<file path="config.mk">
export PLATFORM = sky130hd
export DESIGN_NAME = pwr_seq
export DESIGN_NICKNAME = d
export VERILOG_FILES = /design/src/rtl/pwr_seq.sv
export SDC_FILE = /design/constraint.sdc
export NUM_CORES = 1
export LEC_CHECK = 0
export CORE_MARGIN = 8
export CORE_UTILIZATION = 60
export DETAILED_ROUTE_END_ITERATION = 10
export PLACE_DENSITY = 0.93
export SETUP_SLACK_MARGIN = 0.3
export SYNTH_ARGS = -nofsm -noshare
export SYNTH_HDL_FRONTEND = slang
export SYNTH_SLANG_ARGS = --single-unit
</file>
<file path="constraint.sdc">
create_clock -name clk -period 9.7 [get_ports clk]
set_clock_uncertainty 0.05 [all_clocks]
set_input_delay 2.425 -clock clk [delete_from_list [all_inputs] [get_ports clk]]
set_output_delay 2.425 -clock clk [all_outputs]
set_load 0.01 [all_outputs]
</file>
<file path="src/rtl/pwr_seq.sv">
module pwr_seq #(
  parameter int N_RAILS      = 4,
  parameter int STEP_CYCLES  = 12_500_000,
  parameter int DISCH_CYCLES = 62_500_000,
  parameter logic [7:0] VERSION = 8'h03
) (
  input  logic               clk,
  input  logic               rst_n,
  input  logic               reg_wr,
  input  logic [3:0]         reg_addr,
  input  logic [7:0]         reg_wdata,
  output logic [7:0]         reg_rdata,
  input  logic [N_RAILS-1:0] pgood,
  output logic [N_RAILS-1:0] rail_en,
  output logic               alarm
);
  localparam int CNT_MAX = (STEP_CYCLES > DISCH_CYCLES) ? STEP_CYCLES : DISCH_CYCLES;
  localparam int CW = $clog2(CNT_MAX + 1);
  localparam int IW = (N_RAILS > 1) ? $clog2(N_RAILS) : 1;
  localparam logic [3:0] A_ID   = 4'h0;
  localparam logic [3:0] A_CTRL = 4'h6;
  localparam logic [3:0] A_STAT = 4'hA;
  localparam logic [3:0] A_FAIL = 4'hB;
  localparam logic [N_RAILS-1:0] ALL = '1;

  typedef enum logic [2:0] {S_OFF, S_RAMP, S_ON, S_FAULT, S_DISCH} st_t;

  st_t               st;
  logic [IW-1:0]     idx;
  logic [CW-1:0]     cnt;
  logic [7:0]        ctrl_q;
  logic              alarm_q;
  logic [N_RAILS-1:0] fail_q;

  logic               ctrl_en;
  logic               ctl_wr;
  logic               clr_wr;
  logic [N_RAILS-1:0] up_to, below, settled, dropped, trip_vec;
  logic               step_to, trip;

  assign ctrl_en = ctrl_q[0];
  assign ctl_wr  = reg_wr && (reg_addr == A_CTRL);
  assign clr_wr  = ctl_wr && !reg_wdata[0];
  assign alarm   = alarm_q;

  always_comb begin
    for (int j = 0; j < N_RAILS; j++) begin
      up_to[j] = (IW'(j) <= idx);
      below[j] = (IW'(j) <  idx);
    end
  end

  assign settled  = (st == S_ON) ? ALL : (st == S_RAMP) ? below : '0;
  assign dropped  = settled & ~pgood;
  assign step_to  = (st == S_RAMP) && !pgood[idx] && (cnt == CW'(STEP_CYCLES - 1));
  assign trip_vec = (|dropped) ? (dropped & (~dropped + 1'b1))
                  : step_to    ? (N_RAILS'(1) << idx) : '0;
  assign trip     = ctrl_en && ((st == S_RAMP) || (st == S_ON)) && (|trip_vec);

  assign rail_en = !ctrl_en ? '0 : (st == S_RAMP) ? up_to : (st == S_ON) ? ALL : '0;

  always_comb begin
    reg_rdata = 8'h00;
    case (reg_addr)
      A_ID:   reg_rdata = VERSION;
      A_CTRL: reg_rdata = ctrl_q;
      A_STAT: begin
        reg_rdata[N_RAILS-1:0] = pgood;
        reg_rdata[4] = alarm_q;
      end
      A_FAIL: reg_rdata[N_RAILS-1:0] = fail_q;
      default: reg_rdata = 8'h00;
    endcase
  end

  always_ff @(posedge clk or negedge rst_n) begin
    if (!rst_n) begin
      ctrl_q  <= 8'h00;
      alarm_q <= 1'b0;
      fail_q  <= '0;
    end else begin
      if (ctl_wr) ctrl_q <= reg_wdata;
      if (clr_wr) begin
        alarm_q <= 1'b0;
        fail_q  <= '0;
      end else if (trip) begin
        alarm_q <= 1'b1;
        fail_q  <= trip_vec;
      end
    end
  end

  always_ff @(posedge clk or negedge rst_n) begin
    if (!rst_n) begin
      st  <= S_OFF;
      idx <= '0;
      cnt <= '0;
    end else begin
      case (st)
        S_OFF: if (ctrl_en) begin
          st  <= S_RAMP;
          idx <= '0;
          cnt <= '0;
        end
        S_RAMP: begin
          if (!ctrl_en) begin
            st  <= S_DISCH;
            cnt <= '0;
          end else if (trip) begin
            st <= S_FAULT;
          end else if (pgood[idx]) begin
            cnt <= '0;
            if (idx == IW'(N_RAILS - 1)) st <= S_ON;
            else idx <= idx + 1'b1;
          end else begin
            cnt <= cnt + 1'b1;
          end
        end
        S_ON: begin
          if (!ctrl_en) begin
            st  <= S_DISCH;
            cnt <= '0;
          end else if (trip) begin
            st <= S_FAULT;
          end
        end
        S_FAULT: if (!ctrl_en) begin
          st  <= S_DISCH;
          cnt <= '0;
        end
        S_DISCH: begin
          if (cnt == CW'(DISCH_CYCLES - 1)) st <= S_OFF;
          else cnt <= cnt + 1'b1;
        end
        default: st <= S_OFF;
      endcase
    end
  end

  AST_PREFIX_SHAPE: assert property (@(posedge clk) disable iff (!rst_n)
    (rail_en & (rail_en + 1'b1)) == '0);
  AST_STEP_BOUND: assert property (@(posedge clk) disable iff (!rst_n)
    (st == S_RAMP) |-> (cnt < CW'(STEP_CYCLES)));
  AST_ALARM_RAILS_OFF: assert property (@(posedge clk) disable iff (!rst_n)
    alarm_q |-> (rail_en == '0));
  AST_FAIL_ONEHOT: assert property (@(posedge clk) disable iff (!rst_n)
    $onehot0(fail_q) && (alarm_q == (fail_q != '0)));
  AST_FAULT_STICKY: assert property (@(posedge clk) disable iff (!rst_n)
    (alarm_q && !clr_wr) |=> (alarm_q && $stable(fail_q)));
  AST_DISABLE_OFF: assert property (@(posedge clk) disable iff (!rst_n)
    clr_wr |=> (rail_en == '0));
  AST_LOCKOUT: assert property (@(posedge clk) disable iff (!rst_n)
    ((st == S_DISCH) && (cnt < CW'(DISCH_CYCLES - 1))) |=> (rail_en == '0));
endmodule

</file>
==> metrics.cfg <==
[clock_tree]
ctsResizeCount = 0
cts_tree = yes
htree_levels = 2
cts_buffer_depth = 2
clkLatencyLatePin_ns = 0.30
post-cts-setup-buffers = 0
cts_made_buffers = 5
cts-root-buf = clkbuf_8
cts_sinks = 44
cts.clk_slew.worst_paths_ns = 0.08
hold_buffers = 0

[worst_setup_path]
slowest_stage = clkdlybuf4s50_1
regToRegEndpoint = cnt[23]
reg2reg_from = idx[1]
cp-endpoint = reg_rdata[4]
critPathMaxFanout = 7
crit_path_cell_trace = clkdlybuf4s50_1 -> nor2b_1 -> and3b_1 -> nand2_1 -> o21ai_0 -> clkdlybuf4s50_1
max_stage_delay_ns = 0.56
arrival_ns = 4.19
worst_path_most_repeated_cell = clkdlybuf4s50_1
crit_type = in -> out
cp-end-kind = output port
required_ns = 7.23
critPathLaunchType = primary input
r2r_cells = 11
startpoint = reg_addr[2]
r2r_slack_ns = 5.79

[floorplan]
die_x_um = 85.2
initial_core_util_pct = 61.6
io_pins = 32
die_h_um = 85.2
dieArea_um2 = 7260
coreArea_um2 = 4660
fp-row-count = 25

[run_status]
outcome = finished, final reports clean

[power_and_ir_drop]
combPwrFrac_pct = 40.7
p_int_uw = 358
ir_worst_vdd_mv = 0.0873
p_sw_share_pct = 40.9
p_switching_uw = 248
power_frac_seq_pct = 39.8
p_per_area_nw_per_um2 = 185
power_leakage_nw = 1.33
p_clk_share_pct = 19.5
finalPower_uw = 606

[timing]
max_slew_margin_pct = 35.2
rsz0062_at_grt = no
holdWs_ns = 0.459
slew_violations = 0
fin_crit_ns = 6.66
finalHoldViolCount = 0
max_slew.worst_pin.slew_ns = 0.972
setup_slack_ns = 3.04
setup_viol = 0
min_period_over_period_pct = 68.7
fin_setup_tns_ns = 0
fmax_ghz = 0.150

[grt]
track_usage_pct = 18.5
antenna_found_initial = 0
grt_pass1_wl_um = 11300
overflow = 0
first_global_vias = 2401
grt_max_degree = 45

[place]
post-place-ws_ns = 3.06
placed_cell_area_um2 = 3180
numPortBuffers = 31
dp_hpwl_um = 4480
place.gp.congestion = 0.906

[drt]
drtAntennaViolNets = 0
post_drt_wl_per_cell_um = 16.1
drtIter0Drc = 123
vias = 2476
wl_um = 6340
via_per_inst = 6.30
drt_first_pass_iters = 4
drc = 0

[synthesis]
ys_ff_latch = 44
yosysSeqAreaShare_pct = 38.3
syn_avg_cell_area_um2 = 9.20
syn_inst = 312
synthFlopType = dfrtp_1
synth_nets = 336
yosysUniqueCellTypes = 48
syn-cell-area_um2 = 2870
synth_edf_count = 0
synth_warnings = 0
synth-async-reset-ratio_pct = 100

[job]
drv_cap = 0

[final_layout]
seq_area_um2 = 1100
nets = 362
n_fill_cell = 355
drive_gt1_share_pct = 14.2
multi_input_area_um2 = 1660
area_growth_syn_to_layout_pct = 14.0
design_area_um2 = 3270
insertedDiodeCount = 0

[worst_hold_path]
hp-class = reg -> reg
whs_path_depth = 1

flip-flops by register name (all words and copies together) (netlist names):
name and count:
cnt 26, ctrl_q 8, fail_q 4, st 3, idx 2, alarm 1
area by class of cell:
cell class | instances | area share, %
clock inverters | 3 | 0.726
multi-input cells | 245 | 50.7
clock buffers | 5 | 2.10
well taps | 54 | 2.06
repair buffers | 33 | 9.78
flip-flops and latches | 44 | 33.6
inverters | 9 | 1.03
layer usage:
metal	global-route usage [%]	wire (µm)	vias up	share of wire, %
met1	23.8	2920	1191	46
met2	30.3	3030	62	48
met3	3.28	316	8	5.0
met5	0	0	-	0
met4	6.63	76	0	1.2
li1	-	-	1215	-
cell usage after synthesis (2+ instances only):
library cell,number,area [µm²]
nand3b_1,2,15.0
a21oi_1,8,40.0
buf_2,2,10.0
o31ai_2,15,188
nor3_1,6,30.0
nand2_1,22,82.6
or3_1,3,18.8
and3_1,5,31.3
inv_1,9,33.8
and2_1,7,43.8
o41ai_2,6,97.6
o22ai_1,3,18.8
nand2b_1,8,50.1
o41ai_1,2,17.5
a31o_2,2,17.5
o21ai_1,5,25.0
buf_6,3,33.8
mux2i_1,6,60.1
nor4_1,4,25.0
clkbuf_1,9,33.8
a22o_1,3,26.3
o21a_1,2,15.0
nor2_1,30,113
nand3_1,15,75.1
nand4_1,11,68.8
a31oi_1,3,18.8
a211o_1,4,35.0
ha_1,5,62.6
dfrtp_1,44,1100
nor2b_1,10,62.6
mux2_2,9,101
o21bai_1,2,15.0
o21ai_0,32,160
power by group through the flow:
stage,clock (mW),sequential (mW),combinational (mW)
2_1_floorplan,0,0.227,0.198
3_3_place_gp,0,0.243,0.238
3_5_place_dp,0,0.245,0.244
4_1_cts,0.120,0.241,0.246
5_1_grt,0.126,0.246,0.278
6_report,0.118,0.241,0.247
worst max-delay path, delay by kind of cell:
kind	cells	cell delay, ns
buffers and inverters	2	1.06
and+or+nand+nor	3	0.63
AOI/OAI and AO/OA	1	0.08
logic make-up after synthesis:
group | Yosys count | synth area share, %
flops | 44 | 38.3
compound gates | 90 | 24.3
buf+inv | 23 | 3.88
fa+ha+maj | 5 | 2.18
simple gates | 134 | 24.9
mux | 16 | 6.41
through the flow:
stage	utilization [%]	std cells
5_1_grt	70.3	393
4_1_cts	70.3	393
3_5_place_dp	68.3	385
6_report	70.3	393
2_1_floorplan	-	312
3_3_place_gp	68.3	385
layout by cell type, fill, tap and decap left out, types with 2 or more instances in the layout:
| master | instances |
|---|---|
| o21ai_0 | 32 |
| o41ai_1 | 2 |
| mux2_2 | 9 |
| mux2i_1 | 6 |
| nand4_1 | 11 |
| o41ai_2 | 6 |
| o21ai_1 | 5 |
| nor2_1 | 30 |
| nand2_1 | 22 |
| nand3b_1 | 2 |
| a31o_2 | 2 |
| clkinvlp_4 | 2 |
| nand2b_1 | 8 |
| clkdlybuf4s50_1 | 30 |
| or3_1 | 3 |
| and3_1 | 5 |
| buf_4 | 2 |
| ha_1 | 5 |
| inv_1 | 9 |
| nor3_1 | 6 |
| nor2b_1 | 10 |
| nand3_1 | 15 |
| a21oi_1 | 8 |
| a211o_1 | 4 |
| dfrtp_1 | 44 |
| o21bai_1 | 2 |
| a31oi_1 | 3 |
| and2_1 | 7 |
| o31ai_2 | 15 |
| nor4_1 | 4 |
| a22o_1 | 3 |
| o22ai_1 | 3 |
| o21a_1 | 2 |
| clkbuf_8 | 5 |
worst min path at each step:
stage / startpoint / to / slack, ns
floorplan: ctrl_q[5] / ctrl_q[5] / 0.42
global placement: ctrl_q[7] / ctrl_q[7] / 0.43
detailed placement: ctrl_q[6] / ctrl_q[6] / 0.44
CTS: ctrl_q[6] / ctrl_q[6] / 0.46
global route: ctrl_q[1] / ctrl_q[1] / 0.49
finish: ctrl_q[6] / ctrl_q[6] / 0.46
(Power assumes the default switching activity.)
